$ cat src/rtl/pd_pkg.sv
package pd_pkg;
  localparam int LEN_W = 16;
  localparam logic [7:0] PD_DELIM = 8'hC0;
  localparam logic [15:0] PD_CRC_INIT = 16'hFFFF;
  localparam logic [15:0] PD_CRC_POLY = 16'h1021;

  typedef enum logic [1:0] {
    PD_IDLE = 2'd0,
    PD_HDR  = 2'd1,
    PD_PAY  = 2'd2,
    PD_CRC  = 2'd3
  } pd_state_t;

  // One byte through the CRC-16 shift register, MSB first
  function automatic logic [15:0] pd_crc_step(input logic [15:0] c_in, input logic [7:0] b);
    logic [15:0] c;
    c = c_in ^ {b, 8'h00};
    for (int i = 0; i < 8; i++) begin
      c = c[15] ? ((c << 1) ^ PD_CRC_POLY) : (c << 1);
    end
    return c;
  endfunction
endpackage

$ cat src/rtl/pd_crc16.sv
module pd_crc16
  import pd_pkg::*;
(
  input  logic        clk,
  input  logic        rst_n,
  input  logic        clr,
  input  logic        en,
  input  logic [7:0]  din,
  output logic [15:0] crc
);
  always_ff @(posedge clk or negedge rst_n) begin
    if (!rst_n)   crc <= PD_CRC_INIT;
    else if (clr) crc <= PD_CRC_INIT;
    else if (en)  crc <= pd_crc_step(crc, din);
  end
endmodule

$ cat src/rtl/pd_hold.sv
module pd_hold (
  input  logic       clk,
  input  logic       rst_n,
  input  logic       clr,
  input  logic       push,
  input  logic [7:0] din,
  input  logic       mark_last,
  output logic       out_vld,
  output logic [7:0] out_dat,
  output logic       out_last
);
  logic       hold_vld;
  logic       hold_fin;
  logic [7:0] hold_dat;
  logic       emit;

  // a held byte leaves when a newer byte displaces it or when it is known final
  assign emit = hold_vld && (hold_fin || push);

  always_ff @(posedge clk or negedge rst_n) begin
    if (!rst_n) begin
      hold_vld <= 1'b0;
      hold_fin <= 1'b0;
      hold_dat <= '0;
      out_vld  <= 1'b0;
      out_last <= 1'b0;
      out_dat  <= '0;
    end else if (clr) begin
      hold_vld <= 1'b0;
      hold_fin <= 1'b0;
      out_vld  <= 1'b0;
      out_last <= 1'b0;
    end else begin
      out_vld  <= emit;
      out_last <= emit && hold_fin;
      if (emit) out_dat <= hold_dat;
      if (push) begin
        hold_dat <= din;
        hold_vld <= 1'b1;
        hold_fin <= mark_last;
      end else if (hold_vld && hold_fin) begin
        hold_vld <= 1'b0;
        hold_fin <= 1'b0;
      end else if (mark_last && hold_vld) begin
        hold_fin <= 1'b1;
      end
    end
  end
endmodule

$ cat src/rtl/pkt_payload_decoder.sv
module pkt_payload_decoder
  import pd_pkg::*;
(
  input  logic             clk,
  input  logic             rst_n,
  input  logic             soft_rst,
  input  logic             rx_valid,
  input  logic [7:0]       rx_data,
  input  logic             rx_idle,
  input  logic             rx_break,
  input  logic             cfg_len_end,
  input  logic             cfg_hdr_en,
  input  logic             cfg_idle_end,
  input  logic             cfg_brk_end,
  input  logic             cfg_crc_en,
  input  logic [LEN_W-1:0] cfg_len,
  output logic             pl_valid,
  output logic [7:0]       pl_data,
  output logic             pl_last,
  output logic             st_valid,
  output logic [LEN_W-1:0] st_len,
  output logic             st_crc_err
);
  pd_state_t        st;
  logic [1:0]       hdr_idx;
  logic [7:0]       hdr_lo;
  logic [LEN_W-1:0] hdr_len;
  logic [LEN_W-1:0] cnt;
  logic [7:0]       crc_hi;
  logic             crc_idx;
  logic [15:0]      crc_val;

  // named events, also seen by the checker
  logic             is_delim, start_pay, in_pay, pay_byte;
  logic             len_hit, delim_hit, idle_hit, brk_hit, zero_hit, close;
  logic             crc_last, frame_done;
  logic [LEN_W-1:0] cnt_nxt, target, close_len;
  pd_state_t        after_close;

  assign is_delim    = (rx_data == PD_DELIM);
  assign start_pay   = (st == PD_IDLE) && rx_valid && cfg_len_end && !cfg_hdr_en;
  assign in_pay      = (st == PD_PAY) && rx_valid && !(!cfg_len_end && is_delim);
  assign pay_byte    = start_pay || in_pay;
  assign cnt_nxt     = ((st == PD_IDLE) ? '0 : cnt) + 1'b1;
  assign target      = cfg_hdr_en ? hdr_len : cfg_len;
  assign len_hit     = pay_byte && cfg_len_end && (cnt_nxt >= target);
  assign delim_hit   = (st == PD_PAY) && rx_valid && !cfg_len_end && is_delim;
  assign idle_hit    = (st == PD_PAY) && cfg_idle_end && rx_idle;
  assign brk_hit     = (st == PD_PAY) && cfg_brk_end && rx_break;
  assign zero_hit    = (st == PD_HDR) && rx_valid && (hdr_idx == 2'd3) && cfg_len_end
                       && ({rx_data, hdr_lo} == '0);
  assign close       = len_hit || delim_hit || idle_hit || brk_hit || zero_hit;
  assign close_len   = pay_byte ? cnt_nxt : cnt;
  assign crc_last    = (st == PD_CRC) && rx_valid && crc_idx;
  assign frame_done  = (close && !cfg_crc_en) || crc_last;
  assign after_close = cfg_crc_en ? PD_CRC : PD_IDLE;

  always_ff @(posedge clk or negedge rst_n) begin
    if (!rst_n) begin
      st <= PD_IDLE; hdr_idx <= '0; hdr_lo <= '0; hdr_len <= '0; cnt <= '0;
      crc_hi <= '0; crc_idx <= 1'b0;
      st_valid <= 1'b0; st_len <= '0; st_crc_err <= 1'b0;
    end else if (soft_rst) begin
      st <= PD_IDLE; hdr_idx <= '0; cnt <= '0; crc_idx <= 1'b0;
      st_valid <= 1'b0; st_crc_err <= 1'b0;
    end else begin
      if (pay_byte)            cnt <= cnt_nxt;
      else if (st == PD_IDLE)  cnt <= '0;
      case (st)
        PD_IDLE: if (rx_valid) begin
          if (cfg_len_end) begin
            if (cfg_hdr_en) begin st <= PD_HDR; hdr_idx <= 2'd1; end
            else            st <= close ? after_close : PD_PAY;
          end else if (is_delim) begin
            st <= cfg_hdr_en ? PD_HDR : PD_PAY;
            hdr_idx <= 2'd0;
          end
        end
        PD_HDR: if (rx_valid) begin
          hdr_idx <= hdr_idx + 1'b1;
          if (hdr_idx == 2'd2) hdr_lo <= rx_data;
          if (hdr_idx == 2'd3) begin
            hdr_len <= {rx_data, hdr_lo};
            st      <= zero_hit ? after_close : PD_PAY;
          end
        end
        PD_PAY: if (close) st <= after_close;
        PD_CRC: if (rx_valid) begin
          if (!crc_idx) begin crc_hi <= rx_data; crc_idx <= 1'b1; end
          else          begin st <= PD_IDLE; crc_idx <= 1'b0; end
        end
        default: st <= PD_IDLE;
      endcase
      st_valid <= frame_done;
      if (close && !cfg_crc_en) begin
        st_len     <= close_len;
        st_crc_err <= 1'b0;
      end else if (crc_last) begin
        st_len     <= cnt;
        st_crc_err <= ({crc_hi, rx_data} != crc_val);
      end
    end
  end

  pd_crc16 u_crc (
    .clk(clk), .rst_n(rst_n), .clr(soft_rst || frame_done),
    .en(pay_byte), .din(rx_data), .crc(crc_val)
  );

  pd_hold u_hold (
    .clk(clk), .rst_n(rst_n), .clr(soft_rst),
    .push(pay_byte), .din(rx_data), .mark_last(close),
    .out_vld(pl_valid), .out_dat(pl_data), .out_last(pl_last)
  );
endmodule

$ cat config.mk
export PLATFORM = sky130hd
export DESIGN_NAME = pkt_payload_decoder
export DESIGN_NICKNAME = d
export VERILOG_FILES = /design/src/rtl/pd_pkg.sv /design/src/rtl/pd_crc16.sv /design/src/rtl/pd_hold.sv /design/src/rtl/pkt_payload_decoder.sv
export SDC_FILE = /design/constraint.sdc
export NUM_CORES = 1
export LEC_CHECK = 0
export BUFFER_PORTS_ARGS = -buffer_cell sky130_fd_sc_hd__clkbuf_2
export CAP_MARGIN = 10
export CORE_UTILIZATION = 55
export CTS_BUF_LIST = sky130_fd_sc_hd__clkbuf_4 sky130_fd_sc_hd__clkbuf_8
export DETAILED_ROUTE_END_ITERATION = 6
export GPL_TIMING_DRIVEN = 0
export HOLD_SLACK_MARGIN = 0.03
export PLACE_DENSITY = 0.75
export SLEW_MARGIN = 20
export SYNTH_ARGS = -nofsm -noshare
export SYNTH_HDL_FRONTEND = slang
export SYNTH_SLANG_ARGS = --single-unit
$ cat constraint.sdc
create_clock -name clk -period 7.6 [get_ports clk]
set_input_delay 0.38 -clock clk [delete_from_list [all_inputs] [get_ports clk]]
set_output_delay 0.38 -clock clk [all_outputs]
set_load 0.01 [all_outputs]
[After elaboration in Yosys (flattened, before gate mapping)]
Index checks and enable logic that the tools add are counted.
Word-level totals
  flip-flop bits (word level): 107
  output and inout port bits: 28
  word-level logic and storage cells: 158
Operators by class
  muxes and demuxes: 56
  add/subtract/negate cells: 2
  reductions and logical operators: 56
  bitwise gates (word level): 11
  equality and inequality tests: 15
  $lt $le $gt $ge: 1
Operators by type and width (number)
  $mux W16: 9
  $mux W13: 8
  $mux W2: 20
  $logic_and A1 B1 Y1: 25
  $not A3 Y3: 8
  $mux W1: 17
  $add A16 B1 Y16 const B: 1
  $ge A16 B16 Y1: 1
  $logic_not A16 Y1: 1
  $ne A16 B16 Y1: 1
  $xor A16 B16 Y16: 1
  $ne A3 B3 Y1 const B: 5
  $reduce_and A4 Y1: 3
  $reduce_bool A3 Y1: 3
  $eq A2 B2 Y1 const B: 4
  $eq A8 B8 Y1 const B: 1
  $logic_or A1 B1 Y1: 8
  $ne A4 B4 Y1 const B: 2
  $pmux W2 S4: 1
  $reduce_and A2 Y1: 4
  $reduce_bool A2 Y1: 4
  $reduce_and A7 Y1: 1
  $reduce_and A5 Y1: 1
  $logic_not A1 Y1: 4
  other kinds (7): 8

[Logic depth before layout (Yosys ltp)]
Gate-level depths: netlist of run 1.
  depth in word-level cells: 19
  mapped depth: 19
  mapped depth without buffers: 16

[Hierarchy]
A second synthesis of run 1 with hierarchy kept.
Second synthesis, totals
  cells, all modules: 551
  area, all modules: 6113.4 µm²
Modules (own cells, without submodules)
  pkt_payload_decoder: cells an instance 423, times used 1, area each 4310.4 µm²
  pd_crc16: cells an instance 80, times used 1, area each 1038.5 µm²
  pd_hold: cells an instance 48, times used 1, area each 764.5 µm²

[Worst setup path after synthesis of run 1]
Ideal clock, no wire load.
  path type: register -> register
  start: register st[1]
  end: register st_len[10]
  library setup time: 82 ps
  arrival time: 4157 ps
  stages on the path, launching flop included: 20
  path slack: 3361 ps
  buffers on the path: 3
  path through: dfrtp_1 > clkbuf_1 > or2_2 > clkbuf_1 > nand2_1 > inv_1 > ha_1 > and2_1 > nand4_1 > or3_1 > a21oi_1 > ha_1 > nand2_1 > o21ai_0 > a211o_1 > o31a_1 > nor3_1 > inv_1 > buf_2 > a31oi_1
Between the ends
  cells in the longest elaborated chain, start to end: 14
  elaborated cells between the ends (all ways): 36
  those cells by class: add/sub: 1; order compare: 1; eq/ne: 3; mux: 3; reduce/logical: 28
RTL lines
  from (decl): line pkt_payload_decoder.sv:24  | pd_state_t st;
  from (signal assigned): line pkt_payload_decoder.sv:73  | else st <= close ? after_close : PD_PAY;
  from (signal assigned): line pkt_payload_decoder.sv:75  | st <= cfg_hdr_en ? PD_HDR : PD_PAY;
  from (signal assigned): line pkt_payload_decoder.sv:84  | st <= zero_hit ? after_close : PD_PAY;
  parallel branches: the longest is 14 deep, another holds $add A16 B1 Y16
  to (signal assigned): line pkt_payload_decoder.sv:96  | st_len <= close_len;
  to (signal assigned): line pkt_payload_decoder.sv:99  | st_len <= cnt;
  to (decl): line pkt_payload_decoder.sv:21  | output logic [LEN_W-1:0] st_len,
Parallel ways; which one is timed is not known.
A chain may end at the register's enable or synchronous reset.

[Worst setup path after layout of run 1]
  start: register st[1]
  end: register u_crc.crc[7]
Between the ends
  cells in the longest elaborated chain, start to end: 15
  elaborated cells between the ends (all ways): 36
  those cells by class: add/sub: 1; order compare: 1; eq/ne: 3; mux: 2; reduce/logical: 29
RTL lines
  parallel branches: the longest is 15 deep, another holds $add A16 B1 Y16
  to (signal assigned): line pd_crc16.sv:14  | else if (en) crc <= pd_crc_step(crc, din);
  to (decl): line pd_crc16.sv:9  | output logic [15:0] crc
Parallel ways; which one is timed is not known.

==> results of run 1 <==
==> power by group through the flow <==
stage,Clock (mW),Combinational [mW],Sequential (mW)
after global routing,0.389,0.669,0.832
after CTS,0.369,0.607,0.815
final,0.362,0.610,0.816
after detailed placement,0,0.603,0.826
after floorplan,0,0.404,0.826
after global placement,0,0.583,0.817
==> path summary, 6_finish.rpt <==
check                                end  slack (ps)  depth (start not counted)       start
setup / recovery            u_crc.crc[7]        1590                         18       st[1]
hold / removal                 hdr_lo[0]         280                          2  rx_data[0]
setup reg to reg            u_crc.crc[7]        1590                         18       st[1]
hold reg to reg               hdr_len[0]         510                          1  hdr_len[0]
max in group asynchronous  u_crc.crc[12]        6500                          3       rst_n
min in group asynchronous         cnt[6]         400                          2       rst_n
==> routing by layer <==
layer / GRT usage, % / vias up / wire length (microns)
li1: - / 2409 / -
met1: 36.5 / 2552 / 6870
met2: 50.2 / 179 / 8210
met3: 7.11 / 44 / 777
met4: 14.2 / 0 / 576
met5: 0 / - / 0
==> worst register-to-register path: stages, from the launching register on <==
cell      delay, ps
dfrtp_1         470
clkbuf_1        410
or2_2           190
clkbuf_1        360
nand2_1         140
inv_1           160
ha_1            260
and2_1          200
nand4_1         240
or3_1           420
a21oi_1         380
ha_1            320
nand2_1          70
o21ai_0         100
a211oi_1        580
a31oi_1         390
o21ai_1         580
clkbuf_1        440
nand4_1         160
==> synthesized netlist by cell type (all sizes together) (11+ instances only) <==
master,n
mux2,49
a31oi,16
nor4,17
a21oi,22
dfstp,16
o21ai,38
clkbuf,38
xor2,13
nand3,21
nand2,33
nand4,37
mux2i,23
ha,19
inv,11
nor2,35
nor3,15
dfrtp,91
xnor2,50
==> flip-flops by register name (all words and copies together), names as in the netlist, 2 cells and up <==
signal	count
cnt	16
crc_hi	8
hdr_idx	2
hdr_len	16
hdr_lo	8
st	2
st_len	16
u_crc.crc	16
u_hold.hold_dat	8
u_hold.out_dat	8
==> cells by family after synthesis <==
group | count (synthesis) | share of synthesized area, %
mux | 72 | 12.5
xor+xnor | 63 | 8.82
flops | 107 | 43.1
fa+ha+maj | 19 | 3.80
simple gates | 197 | 16.7
buf+inv | 56 | 3.66
compound gates | 112 | 11.3
==> area by class of cell <==
| cell class | count | area (sq um) |
|---|---|---|
| inverter | 11 | 41.3 |
| sequential | 107 | 2700 |
| tap | 140 | 175 |
| clock inverter | 6 | 68.8 |
| multi-input combinational | 463 | 3330 |
| buffer | 45 | 188 |
| timing repair buffer | 53 | 302 |
| clock buffer | 10 | 138 |
| fill | 890 | 4050 |
==> per-stage QoR <==
| step | hold WS (ps) | util [%] |
|---|---|---|
| floorplan | 84.4 | - |
| global placement | 485 | 60.9 |
| detailed placement | 272 | 61.2 |
| CTS | 259 | 63.2 |
| global route | 263 | 63.2 |
| finish | 280 | 63.2 |
==> metrics.csv, run 1 <==
metric;value;unit
p_clk_share;20.3;%
die_h;109;microns
critPathKind;flop to flop;
finalNonFillerCells;835;
powerDensity;258;mW/mm^2
grt_pass1_vias;5196;
nets;744;
overflow;0;
wire_per_inst;19.7;microns
cts_tree;done;
p_total;1.79;mW
diodes;0;
start_util;56.9;%
cts.sinks;107;
die_w;109;microns
end_kind;flop;
power_frac_comb;34.1;%
fmax;0.166;GHz
core_area;0.0110;sq mm
fin_area;0.00694;sq mm
cp_top_family;compound AO/OA/AOI/OAI gates;
cts_resized;0;
worstSkewPairLatency;400;ps
clock_skew;21.6;ps
switching_share;36.7;%
hold_viol_final;0;
cts_buffers;9;
hp-class;input pin to flop;
dr.pass1.iters;5;
rows;38;
period_minus_slack;6010;ps
yosysWarnings;0;
grt_usage;30.0;%
syn2layout_area_growth;10.9;%
final_common_cell;dfrtp_1;
rsz0062_at_grt;false;
p_sw;0.656;mW
finalWorstSetupSlack;1590;ps
pre_cts_slack;1800;ps
ys.flop_type;dfrtp_1;
crit_fanout;10;
grt_pass1_wl;26600;microns
async_flop_share;100;%
p_seq_share;45.6;%
hold_buffers;1;
tightest_slew;959;ps
status;finished clean;
pin_count;63;
p_leak;2.96;nW
yosysTopAreaCellShare;36.4;%
drive_gt1_share;21.6;%
clockBufferDepth;2;
post-cts-setup-buffer-count;0;
clk_pin_slew_worst_paths;120;ps
ys_types;56;
die_area;0.0118;sq mm
drt_wl_total;16400;microns
via_per_inst;6.21;
drv_slew;0;
synthCells;626;
layout_common_cells;dfrtp_1, clkbuf_2, xnor2_1, mux2_2;
dr.first_iter.drc_count;390;
slowest_delay;580;ps
drc;0;
vias;5184;
ys_top_cells_by_area;dfrtp_1, mux2_2, xnor2_1;
setup_viol;0;
clockRootBuffer;clkbuf_8;
ys_seq_elements;107;
path_cells;clkbuf_1 -> or2_2 -> clkbuf_1 -> nand2_1 -> inv_1 -> ha_1 -> and2_1 -> nand4_1 -> or3_1 -> a21oi_1 -> ha_1 -> nand2_1 -> o21ai_0 -> a211oi_1 -> a31oi_1 -> o21ai_1 -> clkbuf_1 -> nand4_1;
place_area;0.00672;sq mm
port_buffers;51;
setup_tns;0;ps
placed_cells;818;
cp-start-kind;flop;
antenna_found_initial;0;
fin_crit_sh;79.0;%
yosysTopAreaCell;dfrtp_1;
htreeDepth;3;
cp_num_buf_inv;4;
synth_area;0.00625;sq mm
critPathArrivalTime;6290;ps
path_common_cell;clkbuf_1;
dp.final_hpwl;12300;microns
grt_max_degree;84;
critPathSlowestCell;a211oi_1;
cp.required;7890;ps
max-vdd-ir-drop;0.000223;V
place_congestion;0.974;
synth_area_per_cell;9.99;sq um
syn_nets;680;
yosysSeqAreaShare;43.1;%
drv_cap;0;
antenna_left;0;
synth_edf_count;0;
internal_power;1.13;mW
slew_headroom;35.6;%
No activity file was read; power rests on OpenSTA's default activity.
==> inputs of run 2 (changes only) <==
==> constraint.sdc (replaced) <==
create_clock -name clk -period 5.7 [get_ports clk]
set_input_delay 0.285 -clock clk [delete_from_list [all_inputs] [get_ports clk]]
set_output_delay 0.285 -clock clk [all_outputs]
set_load 0.01 [all_outputs]
==> run 2 against run 1 <==
Die area unchanged. Power up 33%. Worst hold slack worse by 96 ps. Flip-flop and latch count unchanged. Combinational power up 33%. Critical path depth unchanged. Count of clock-buffer cells in the layout unchanged. Global-route usage unchanged. Clock skew up 2.7 ps.
==> metrics.csv, run 2 (synthesis gave the netlist of run 1 again) <==
metric;value;unit
p_seq_share;45.6;%
cts_tree;done;
clockRootBuffer;clkbuf_8;
crit_fanout;10;
critPathArrivalTime;5620;ps
p_leak;2.97;nW
final_common_cell;dfrtp_1;
drv_cap;0;
cts.sinks;107;
use_met2;50.2;%
rows;38;
syn2layout_area_growth;11.5;%
die_h;109;microns
fmax;0.188;GHz
die_w;109;microns
hold_ws;184;ps
cp_num_buf_inv;4;
path_cells;clkbuf_1 -> or2_2 -> clkbuf_1 -> nand2_1 -> inv_1 -> ha_1 -> and2_1 -> nand4_1 -> or3_1 -> a21oi_1 -> ha_1 -> nand2_1 -> o21ai_0 -> a211oi_2 -> a311o_1 -> clkbuf_1 -> nand3_1 -> a31oi_1;
start_util;56.9;%
period_minus_slack;5310;ps
grt_usage;30.0;%
hp-class;input pin to flop;
port_buffers;51;
internal_power;1.51;mW
clock_skew;24.4;ps
cp.required;6010;ps
antenna_found_initial;0;
clockBufferDepth;2;
antenna_left;0;
layout_common_cells;dfrtp_1, clkbuf_2, xnor2_1, mux2_2, nand4_1;
max-vdd-ir-drop;0.000297;V
cts_buffers;9;
htreeDepth;3;
grt_pass1_wl;26600;microns
place_congestion;0.974;
critPathKind;flop to flop;
diodes;0;
status;finished clean;
p_total;2.38;mW
cp_top_family;compound AO/OA/AOI/OAI gates;
grtUsageMet1;36.6;%
slew_headroom;36.0;%
drv_slew;0;
via_per_inst;6.20;
tightest_slew;953;ps
pre_cts_slack;-99.9;ps
fin_crit_sh;93.1;%
grt_pass1_vias;5196;
dr.pass1.iters;5;
overflow;0;
drc;0;
drt_wl_total;16400;microns
dr.first_iter.drc_count;377;
dp.final_hpwl;12300;microns
clk_pin_slew_worst_paths;120;ps
p_sw;0.874;mW
met3_usage;7.05;%
core_area;0.0110;sq mm
cp-start-kind;flop;
rsz0062_at_grt;false;
nets;745;
powerDensity;342;mW/mm^2
p_clk_share;20.3;%
path_common_cell;clkbuf_1;
regArea;0.00270;sq mm
grt_max_degree;84;
worstSkewPairLatency;410;ps
die_area;0.0118;sq mm
critPathSlowestCell;a211oi_2;
drive_gt1_share;22.8;%
pin_count;63;
wire_per_inst;19.6;microns
switching_share;36.7;%
vias;5181;
setup_tns;0;ps
multi_input_area;0.00335;sq mm
grt-busiest-layer;met2;
end_kind;flop;
power_frac_comb;34.1;%
setup_viol;0;
slowest_delay;460;ps
finalWorstSetupSlack;391;ps
hold_viol_final;0;
fillCellCount;890;
-- run 2: changes by cell type in the layout (fill, tap and decap cells not counted) --
cell      change
a31oi_2       +1
clkbuf_1      -3
a31oi_1       -1
o21ai_2       +1
a211oi_2      +1
buf_4         +1
nor3_2        +1
nor3_1        -1
a311oi_1      -1
clkbuf_2      +3
a211oi_1      -1
o21ai_1       -1
a311oi_2      +1
-- run 2: through the flow --
stage / instances / area (sq um) / util (%)
floorplan: 626 / 6250 / -
global placement: 817 / 6690 / 60.9
detailed placement: 818 / 6720 / 61.2
CTS: 835 / 6950 / 63.2
global route: 836 / 6980 / 63.5
finish: 836 / 6980 / 63.5
-- run 2: layer usage --
metal,routed length [microns],up-vias,part of all wire (%)
met5,0,-,0
met4,514,0,3.1
met3,1020,40,6.2
met2,8320,191,51
met1,6550,2541,40
li1,-,2409,-
-- run 2: power by group through the flow --
| stage | registers (mW) | logic (mW) | clock network (mW) |
|---|---|---|---|
| after CTS | 1.09 | 0.810 | 0.492 |
| final | 1.09 | 0.812 | 0.485 |
| after global placement | 1.09 | 0.778 | 0 |
| after floorplan | 1.10 | 0.538 | 0 |
| after global routing | 1.11 | 0.894 | 0.519 |
| after detailed placement | 1.10 | 0.804 | 0 |
-- run 2: cell type report --
type,instances,share of cell area [%]
tap,140,2.51
buffer,45,2.74
multi-input combinational,463,48.1
timing repair buffer,54,4.43
clock buffer,10,1.97
inverter,11,0.592
sequential,107,38.7
clock inverter,6,0.987
-- run 2: path summary, 6_finish.rpt --
path | from | endpoint | slack [ps] | depth (start not counted)
max | st[0] | st_len[14] | 390 | 18
min | rx_data[0] | hdr_lo[0] | 180 | 2
max reg2reg | st[0] | st_len[14] | 390 | 18
min reg2reg | u_hold.hold_dat[7] | u_hold.hold_dat[7] | 510 | 1
max in group asynchronous | rst_n | u_crc.crc[12] | 4690 | 3
min in group asynchronous | rst_n | cnt[6] | 300 | 2
-- run 2: what timing repair did --
| action | in CTS | in global routing |
|---|---|---|
| resized for setup | 2 | 9 |
| endpoints found under the hold margin | 24 | 0 |
| setup endpoints to repair | 10 | 28 |
| pin swaps | 0 | 1 |
| hold buffers | 1 | 0 |
| setup buffers | 0 | 1 |
